[src/rtl/rx_tap_pkg.sv]
package rx_tap_pkg;

  typedef enum logic [2:0] {
    ST_IDLE,
    ST_APPLY,
    ST_WAIT_UPD,
    ST_XFER,
    ST_WAIT_XFER,
    ST_NEXT,
    ST_FINAL,
    ST_FINAL_WAIT
  } tapState_t;

  typedef struct packed {
    logic clrAll;
    logic loadTrial;
    logic recPass;
    logic recFail;
    logic nextIdx;
    logic loadFinal;
  } dpCtl_t;

endpackage

[src/rtl/rx_tap_dp.sv]
module rx_tap_dp
  import rx_tap_pkg::*;
#(
  parameter int TAP_W     = 6,
  parameter int TAP_COUNT = 40
) (
  input  logic             clk,
  input  logic             rstN,
  input  dpCtl_t           ctl,
  output logic [TAP_W-1:0] tapValue,
  output logic             lastIdx,
  output logic             anyPass
);

  localparam int LEN_W = $clog2(TAP_COUNT + 1);
  localparam int SUM_W = (LEN_W > TAP_W) ? LEN_W : TAP_W;

  logic [TAP_W-1:0] idx;
  logic [TAP_W-1:0] tapReg;
  logic [TAP_W-1:0] bestEnd;
  logic [LEN_W-1:0] curLen;
  logic [LEN_W-1:0] bestLen;
  logic [LEN_W-1:0] curInc;
  logic [SUM_W-1:0] centre;

  assign curInc  = curLen + LEN_W'(1);
  assign centre  = SUM_W'(bestEnd) - SUM_W'(bestLen >> 1);
  assign lastIdx = (idx == TAP_W'(TAP_COUNT - 1));
  assign anyPass = (bestLen != '0);
  assign tapValue = tapReg;

  // sweep index
  always_ff @(posedge clk) begin
    if (!rstN || ctl.clrAll) idx <= '0;
    else if (ctl.nextIdx)    idx <= idx + TAP_W'(1);
  end

  // streak bookkeeping: only a strictly longer run replaces the best one
  always_ff @(posedge clk) begin
    if (!rstN || ctl.clrAll) begin
      curLen  <= '0;
      bestLen <= '0;
      bestEnd <= '0;
    end else if (ctl.recPass) begin
      curLen <= curInc;
      if (curInc > bestLen) begin
        bestLen <= curInc;
        bestEnd <= idx;
      end
    end else if (ctl.recFail) begin
      curLen <= '0;
    end
  end

  // value driven to the delay line
  always_ff @(posedge clk) begin
    if (!rstN)              tapReg <= '0;
    else if (ctl.loadTrial) tapReg <= idx;
    else if (ctl.loadFinal) tapReg <= centre[TAP_W-1:0];
  end

  AST_IDX_IN_WINDOW: assert property (@(posedge clk) disable iff (!rstN)
    idx < TAP_W'(TAP_COUNT));
  AST_CUR_NOT_ABOVE_BEST: assert property (@(posedge clk) disable iff (!rstN)
    curLen <= bestLen);
  AST_PASS_GROWS_RUN: assert property (@(posedge clk) disable iff (!rstN)
    (ctl.recPass && !ctl.clrAll) |=> curLen == $past(curLen) + LEN_W'(1));
  AST_FAIL_ZEROES_RUN: assert property (@(posedge clk) disable iff (!rstN)
    ctl.recFail |=> curLen == '0);
  AST_TAP_IN_WINDOW: assert property (@(posedge clk) disable iff (!rstN)
    tapReg < TAP_W'(TAP_COUNT));

endmodule

[src/rtl/rx_tap_ctrl.sv]
module rx_tap_ctrl
  import rx_tap_pkg::*;
#(
  parameter int UPD_TIMEOUT = 8
) (
  input  logic   clk,
  input  logic   rstN,
  input  logic   startReq,
  input  logic   modeOk,
  input  logic   updAck,
  input  logic   xferDone,
  input  logic   xferOk,
  input  logic   lastIdx,
  input  logic   anyPass,
  output dpCtl_t ctl,
  output logic   updFlag,
  output logic   xferReq,
  output logic   busy,
  output logic   done,
  output logic   err,
  output logic   startRej
);

  localparam int TMR_W = $clog2(UPD_TIMEOUT + 1);

  tapState_t st, stNext;
  logic [TMR_W-1:0] timer;
  logic timerExp;
  logic inWait;
  logic flagSet;

  assign timerExp = (timer == TMR_W'(UPD_TIMEOUT - 1));
  assign inWait   = (st == ST_WAIT_UPD) || (st == ST_FINAL_WAIT);
  assign flagSet  = (st == ST_APPLY) || (st == ST_FINAL && anyPass);
  assign busy     = (st != ST_IDLE);
  assign xferReq  = (st == ST_XFER);

  always_comb begin
    ctl    = '0;
    stNext = st;
    case (st)
      ST_IDLE: begin
        if (startReq && modeOk) begin
          ctl.clrAll = 1'b1;
          stNext     = ST_APPLY;
        end
      end
      ST_APPLY: begin
        ctl.loadTrial = 1'b1;
        stNext        = ST_WAIT_UPD;
      end
      ST_WAIT_UPD: begin
        if (updAck) begin
          stNext = ST_XFER;
        end else if (timerExp) begin
          ctl.recFail = 1'b1;
          stNext      = ST_NEXT;
        end
      end
      ST_XFER: stNext = ST_WAIT_XFER;
      ST_WAIT_XFER: begin
        if (xferDone) begin
          ctl.recPass = xferOk;
          ctl.recFail = !xferOk;
          stNext      = ST_NEXT;
        end
      end
      ST_NEXT: begin
        if (lastIdx) begin
          stNext = ST_FINAL;
        end else begin
          ctl.nextIdx = 1'b1;
          stNext      = ST_APPLY;
        end
      end
      ST_FINAL: begin
        if (anyPass) begin
          ctl.loadFinal = 1'b1;
          stNext        = ST_FINAL_WAIT;
        end else begin
          stNext = ST_IDLE;
        end
      end
      ST_FINAL_WAIT: begin
        if (updAck || timerExp) stNext = ST_IDLE;
      end
      default: stNext = ST_IDLE;
    endcase
  end

  always_ff @(posedge clk) begin
    if (!rstN) st <= ST_IDLE;
    else       st <= stNext;
  end

  // update flag and its acknowledge timer
  always_ff @(posedge clk) begin
    if (!rstN) begin
      updFlag <= 1'b0;
      timer   <= '0;
    end else if (flagSet) begin
      updFlag <= 1'b1;
      timer   <= '0;
    end else if (inWait) begin
      if (updAck || timerExp) begin
        updFlag <= 1'b0;
        timer   <= '0;
      end else begin
        timer <= timer + TMR_W'(1);
      end
    end
  end

  // completion status, held until the next accepted start
  always_ff @(posedge clk) begin
    if (!rstN || ctl.clrAll) begin
      done <= 1'b0;
      err  <= 1'b0;
    end else if (st == ST_FINAL && !anyPass) begin
      done <= 1'b1;
      err  <= 1'b1;
    end else if (st == ST_FINAL_WAIT && (updAck || timerExp)) begin
      done <= 1'b1;
      err  <= !updAck;
    end
  end

  always_ff @(posedge clk) begin
    if (!rstN) startRej <= 1'b0;
    else       startRej <= (st == ST_IDLE) && startReq && !modeOk;
  end

  AST_XFER_AFTER_CLEAR: assert property (@(posedge clk) disable iff (!rstN)
    xferReq |-> !updFlag);
  AST_ACK_DROPS_FLAG: assert property (@(posedge clk) disable iff (!rstN)
    (updFlag && updAck && inWait) |=> !updFlag);
  AST_TIMER_BOUND: assert property (@(posedge clk) disable iff (!rstN)
    timer < TMR_W'(UPD_TIMEOUT));
  AST_DONE_WHEN_IDLE: assert property (@(posedge clk) disable iff (!rstN)
    done |-> (!busy && !updFlag));
  AST_REJECT_STAYS_IDLE: assert property (@(posedge clk) disable iff (!rstN)
    startRej |-> !busy);
  AST_REJECT_ONE_CYCLE: assert property (@(posedge clk) disable iff (!rstN)
    startRej |=> !startRej || $past(startReq));

endmodule

[src/rtl/rx_tap_search.sv]
module rx_tap_search
  import rx_tap_pkg::*;
#(
  parameter int TAP_W       = 6,
  parameter int TAP_COUNT   = 40,
  parameter int UPD_TIMEOUT = 8
) (
  input  logic             clk,
  input  logic             rstN,
  input  logic             startReq,
  input  logic             modeOk,
  output logic [TAP_W-1:0] tapValue,
  output logic             tuneUpdFlag,
  input  logic             updAck,
  output logic             xferReq,
  input  logic             xferDone,
  input  logic             xferOk,
  output logic             busy,
  output logic             done,
  output logic             err,
  output logic             startRej
);

  dpCtl_t ctl;
  logic   lastIdx;
  logic   anyPass;

  rx_tap_ctrl #(
    .UPD_TIMEOUT(UPD_TIMEOUT)
  ) ctrl_i (
    .clk      (clk),
    .rstN     (rstN),
    .startReq (startReq),
    .modeOk   (modeOk),
    .updAck   (updAck),
    .xferDone (xferDone),
    .xferOk   (xferOk),
    .lastIdx  (lastIdx),
    .anyPass  (anyPass),
    .ctl      (ctl),
    .updFlag  (tuneUpdFlag),
    .xferReq  (xferReq),
    .busy     (busy),
    .done     (done),
    .err      (err),
    .startRej (startRej)
  );

  rx_tap_dp #(
    .TAP_W     (TAP_W),
    .TAP_COUNT (TAP_COUNT)
  ) dp_i (
    .clk      (clk),
    .rstN     (rstN),
    .ctl      (ctl),
    .tapValue (tapValue),
    .lastIdx  (lastIdx),
    .anyPass  (anyPass)
  );

endmodule

[config.mk]
export PLATFORM = sky130hd
export DESIGN_NAME = rx_tap_search
export DESIGN_NICKNAME = d
export VERILOG_FILES = /design/src/rtl/rx_tap_pkg.sv /design/src/rtl/rx_tap_dp.sv /design/src/rtl/rx_tap_ctrl.sv /design/src/rtl/rx_tap_search.sv
export SDC_FILE = /design/constraint.sdc
export NUM_CORES = 1
export LEC_CHECK = 0
export BUFFER_PORTS_ARGS = -buffer_cell sky130_fd_sc_hd__buf_2
export CAP_MARGIN = 20
export CORE_MARGIN = 1
export CORE_UTILIZATION = 35
export CTS_CLUSTER_DIAMETER = 50
export DETAILED_ROUTE_END_ITERATION = 8
export PLACE_DENSITY_LB_ADDON = 0.25
export SYNTH_ARGS = -nofsm -noshare
export SYNTH_HDL_FRONTEND = slang
export SYNTH_SLANG_ARGS = --single-unit
[constraint.sdc]
create_clock -name clk -period 4.1 [get_ports clk]
set_input_delay 0.41 -clock clk [delete_from_list [all_inputs] [get_ports clk]]
set_output_delay 0.41 -clock clk [all_outputs]
set_load 0.1 [all_outputs]
# After elaboration in Yosys (flattened, before gate mapping)

Cells that the tools add are included.

$add $sub $neg: 4
Multipliers: 0
Div/mod/pow operators: 0
Order comparisons: 1
Equality and inequality tests: 13
Shifts and indexed selects: 0
Multiplexer cells: 32
Bitwise gates (word level): 1
Reductions and logical operators: 27

Operators by type and width:

| cell                                                                  | number |
|---|---|
| 6-bit two-way mux                                                     | 4 |
| 3-bit case mux with 8 select lines                                    | 1 |
| 3-bit two-way mux                                                     | 7 |
| 1-bit two-way mux                                                     | 17 |
| 6-bit by 1-bit adder with 6-bit output, second input constant         | 2 |
| 3-bit equality test, second input constant                            | 4 |
| 2-bit nonzero test                                                    | 5 |
| 3-bit by 2-bit equality test with 1-bit output, second input constant | 2 |
| 6-bit equality test, second input constant                            | 1 |
| 6-bit greater-than comparator                                         | 1 |
| 1-bit logical AND                                                     | 6 |
| 6-bit nonzero test                                                    | 1 |
| 6-bit by 5-bit subtractor with 6-bit output                           | 1 |
| 1-bit logical NOT                                                     | 5 |
| 4-bit by 1-bit adder with 4-bit output, second input constant         | 1 |
| 4-bit by 3-bit equality test with 1-bit output, second input constant | 1 |
| 1-bit logical OR                                                      | 4 |
| 4-bit two-way mux                                                     | 1 |
| 2-bit != test, second input constant                                  | 2 |
| 2-bit AND reduction                                                   | 2 |
| 4-bit AND reduction                                                   | 1 |
| 3-bit by 1-bit equality test with 1-bit output, second input constant | 1 |
| 3-bit logical NOT                                                     | 1 |
| 3-bit by 2-bit != test with 1-bit output, second input constant       | 1 |
| other kinds (6)                                                       | 6 |

Bits in registers: 41
Latch bits: 0
Bits in writable memories: 0
ROM bits: 0
Input bits: 7
Word-level logic and storage cells: 89
Memories kept: 0

# Longest topological paths before layout

Depth in word-level cells: 6
Gate-level depth with buffers: 10
Gate-level depth less buffers: 9

# Modules after synthesis

From an unflattened synthesis, not the netlist that was laid out.

Cell total of the unflattened synthesis: 281
Area, all modules: 2338.5 um^2

Modules (own cells, without submodules):

| module      | times used | cells each | area an instance (um^2) | seq. area each (um^2) |
|---|---|---|---|---|
| rx_tap_dp   | 1          | 186        | 1646.6                  | 600.6 |
| rx_tap_ctrl | 1          | 95         | 691.9                   | 220.2 |

# Worst setup path after synthesis

OpenSTA, ideal clock, no wires.

Path kind: reg-to-reg
Start point: register dp_i.curLen[0]
End point: register dp_i.bestEnd[5]
Library setup time: 0.114 ns
Data arrival time: 2.109 ns
Required time: 3.986 ns
Path slack: 1.876 ns
Stages on the path, launching flop included: 11
Cells stage by stage: dfxtp_1 ha_1 nand3_1 xnor2_1 ha_1 a21o_1 a21o_1 o221a_4 buf_8 mux2i_1 nor2_1

Longest elaborated chain between the ends: 3

Ends and longest elaborated chain:

| what                                   | line            | source |
|---|---|---|
| from (decl)                            | rx_tap_dp.sv:21 | `logic [LEN_W-1:0] curLen;` |
| from (signal assigned)                 | rx_tap_dp.sv:45 | `curLen <= curInc;` |
| 6-bit by 1-bit adder with 6-bit output | rx_tap_dp.sv:26 | `assign curInc = curLen + LEN_W'(1);` |
| net dp_i.curInc[4]                     | rx_tap_dp.sv:23 | `logic [LEN_W-1:0] curInc;` |
| 6-bit greater-than comparator          | rx_tap_dp.sv:46 | `if (curInc > bestLen) begin` |
| 2-bit AND reduction (no line)          | --              |  |
| to (signal assigned)                   | rx_tap_dp.sv:48 | `bestEnd <= idx;` |
| to (decl)                              | rx_tap_dp.sv:20 | `logic [TAP_W-1:0] bestEnd;` |

The timed path passes the listed nets, and every way through them passes these cells.
A chain may end at the register's enable or synchronous reset.

# Worst setup path in the final report

Start point: register ctrl_i.st[0]
End point: output port xferReq

Longest elaborated chain between the ends: 1

Ends and longest elaborated chain:

| what                                           | line                | source |
|---|---|---|
| from (decl)                                    | rx_tap_ctrl.sv:26   | `tapState_t st, stNext;` |
| from (signal assigned)                         | rx_tap_ctrl.sv:93   | `else st <= stNext;` |
| 3-bit by 2-bit equality test with 1-bit output | rx_tap_ctrl.sv:36   | `assign xferReq = (st == ST_XFER);` |
| to (decl)                                      | rx_tap_search.sv:15 | `output logic xferReq,` |

No other way between the ends.

==> metrics.md <==
| Metric | Value |
|---|---|
| Status | completed |
| Area delta synth->final | 7.331% |
| Largest net degree at the start of global routing | 27 |
| Depth of the worst hold-timing path | 3 |
| CTS Hold Bufs | 0 |
| Worst vdd ir | between 0.00015 and 0.0002 V |
| CORE AREA | 6531 sq um |
| Critical path type | reg -> out |
| Fillcell total | around 680 |
| Slew Limit Fails | 0 |
| WP buf/inv | 1 |
| Quantity of gates resized following cts | 0 |
| Drt first pass iters | 4 |
| CP max FO | 24 |
| Internal | approximately 0.00067 W |
| Post-synth EDFFs | 0 |
| Antenna-violating nets left | 0 |
| Worst-skew pair later-pin latency | 0.29 ns |
| Worst path arrival time | 2.03 ns |
| Asr flop ratio synth | 0 |
| Die H | 85.22 um |
| Final Hold Viols | 0 |
| Final Worst Setup Slack | approximately 1.7 ns |
| Sink Count | 41 |
| Post-Syn Area per Cell | 8.718 sq um |
| Routed wire length | 5023 um |
| Gr usage total | 0.1513 |
| Pwr dens | about 460 nW/um^2 |
| Most common cell after layout, fill and taps aside | nor2_1 |
| Crit path largest cell delay | around 0.9 ns |
| Reg2reg path depth | 9 |
| Worst R2R End | dp_i.bestLen[2] |
| Net Sw Frac | 0.4349 |
| Clk pwr share | 0.225 |
| CP Capture Type | primary output |
| Cells after synthesis | about 280 |
| Number of global-route vias before repair | ~1,700 |
| Net Sw Power | between 0.0005 and 0.0006 W |
| Post-synth cell types | 55 |
| Top FF cell, synth | dfxtp_1 |
| Comb power frac | 0.350 |
| Slowest library cell on the worst path | dfxtp_1 |
| Max Fclk | 0.4097 GHz |
| Max-Slew Margin vs Limit | 0.4287 |
| Leakage power | 0.9568 nW |
| DIE WIDTH | 85.22 um |
| Routed len/inst | 13.69 um |
| Worst Tran Pin Value | 0.8558 ns |
| I/O pin total | 19 |
| Flop pwr share | 0.425 |
| RD Place Congestion | ~0.74 |
| Maximum clock path buffer count | 2 |
| Drt initial violations | 76 |
| CTS Buf Count | 5 |
| Num rows | 29 |
| I/O Buffers | 18 |
| Global-route wire length before repair | approximately 8600 um |
| Post-route DRC | 0 |
| Vias per inst | 5.251 |
| Die area | 7262 sq um |
| CP Data Required Time | 3.69 ns |
| Setup slack, reg-to-reg | 1.71 ns |
| Post-placement setup slack | around 1.7 ns |
| N_diodes | 0 |
| Post-synthesis sequential area ratio | 0.3387 |
| Total Power | 0.001190 W |
| Initial Utilization | 0.3711 |
| Clk root buf | clkbuf_8 |
| Worst r2r src | dp_i.curLen[0] |
| Fin nets | 312 |
| Post-CTS setup buffer count | 0 |
| Number of max-cap violations | 0 |
| Initial antenna violation count | 0 |
| Hold EP | ctrl_i.startRej |
| Total number of vias | 1,927 |
| Register bit count reported by yosys | 41 |
| Synthesis Warnings | 0 |
| Mapped Area | 2424 sq um |
| Final setup viols | 0 |
| H-tree levels | 2 |
| Hold path start | startReq |
| Critical Path Stages | 3 |
| Placed Cells | 360 |
| Global route overflow | 0 |
| Setup TNS | 0 ns |
| Fin crit period | 2.441 ns |
| Hold Crit Class | in -> reg |
| Post-Route Skew | 0.009662 ns |
| Net Count, Synth | 300 |
| Worst path cell trace | nor2b_1 > and2_1 > buf_2 |
| CP delay by family, top | flip-flops |
| Most frequent cells in the layout | nor2_1 (44), dfxtp_1 (41), buf_2 (18) |
| RSZ-0062 raised after global routing | false |
| Reg clk slew, reported paths | 0.08 ns |
| Crit start category | flip-flop |
| Non-Filler Instances | around 370 |
| Ratio of cells with drive above 1 in the final layout | 0.1310 |
| DP HPWL | roughly 3700 um |
| Tcrit/Tclk final | 0.5953 |
| CTS tree | yes |
| Fin Hold WS | 0.3609 ns |
-- synthesized netlist by cell type (2+ instances only) --
cell,instances,share of area
a211oi_1,5,0.015
a21boi_0,5,0.015
a21o_1,4,0.012
a21oi_1,14,0.029
a22oi_1,6,0.019
a31oi_1,3,0.0077
and2_1,4,0.010
and3_1,3,0.0077
buf_2,4,0.0083
buf_6,4,0.019
clkbuf_1,4,0.0062
dfxtp_1,41,0.34
ha_1,14,0.072
inv_1,13,0.020
mux2_2,2,0.0093
mux2i_1,12,0.050
nand2_1,10,0.015
nand2_2,2,0.0052
nand2b_1,3,0.0077
nand3_1,16,0.033
nand3b_1,4,0.012
nand4_1,2,0.0052
nor2_1,44,0.068
nor2b_1,3,0.0077
nor3_1,5,0.010
o21a_1,3,0.0093
o21ai_0,8,0.017
o22ai_1,2,0.0052
or3_1,2,0.0052
xnor2_1,7,0.025
xor2_1,5,0.018
-- worst max path at each step --
stage	from	endpoint
2_1_floorplan	dp_i.curLen[0]	dp_i.bestEnd[5]
3_3_place_gp	dp_i.curLen[0]	dp_i.bestEnd[4]
3_5_place_dp	dp_i.curLen[0]	dp_i.bestEnd[5]
4_1_cts	ctrl_i.st[0]	xferReq
5_1_grt	dp_i.curLen[0]	dp_i.bestEnd[1]
6_report	ctrl_i.st[0]	xferReq
-- tightest hold or removal path, stage by stage --
cell	delay (ns)
buf_2	0.10
nand3b_1	0.07
nor2_1	0.03
-- kinds of logic after synthesis --
logic type	share of synthesized area
and+or+nand+nor	0.2344
AOI/OAI and AO/OA	0.1848
DFF	0.3387
buffers and inverters	0.05937
adders and majority gates	0.08054
muxes	0.05886
xor gates and xnor gates	0.04337
-- flip-flops by register name, summed over array words and instances, names as in the netlist --
signal and cells:
ctrl_i.st 3, dp_i.idx 6, ctrl_i.err 1, ctrl_i.startRej 1, dp_i.bestLen 6, ctrl_i.updFlag 1, dp_i.tapValue 6, ctrl_i.timer 4
dp_i.curLen 6, dp_i.bestEnd 6, ctrl_i.done 1
-- metrics by stage --
stage                       util  instance area (sq um)
final                     0.3983                   2601
after floorplan                -                   2424
after detailed placement  0.3851                   2515
after CTS                 0.3983                   2601
after global placement    0.3851                   2515
after global routing      0.3983                   2601
-- area by class of cell --
class | count | area (sq um) | share of cell area
Multi-Input combinational cell | 211 | 1459 | 0.5608
Sequential cell | 41 | 820.8 | 0.3155
Tap cell | 77 | 96.34 | 0.03704
Timing Repair Buffer | 18 | 90.09 | 0.03463
Clock buffer | 7 | 86.33 | 0.03319
Inverter | 13 | 48.80 | 0.01876
-- power groups by stage --
stage	logic, W	clock network (W)	registers [W]
2_1_floorplan	0.000321	0	0.000564
5_1_grt	0.000444	0.000298	0.000515
3_5_place_dp	0.000417	0	0.000513
6_report	0.000416	0.000268	0.000506
3_3_place_gp	0.000418	0	0.000514
4_1_cts	0.000417	0.000280	0.000504
-- routing by layer --
metal	routed length, um	vias to the layer above	track usage
met5	0	-	0
met4	74	0	0.05547
met3	172	8	0.03016
met2	2148	28	0.2148
met1	2627	877	0.2244
li1	-	1014	-
Note: power is estimated with default switching activity, not from simulation.
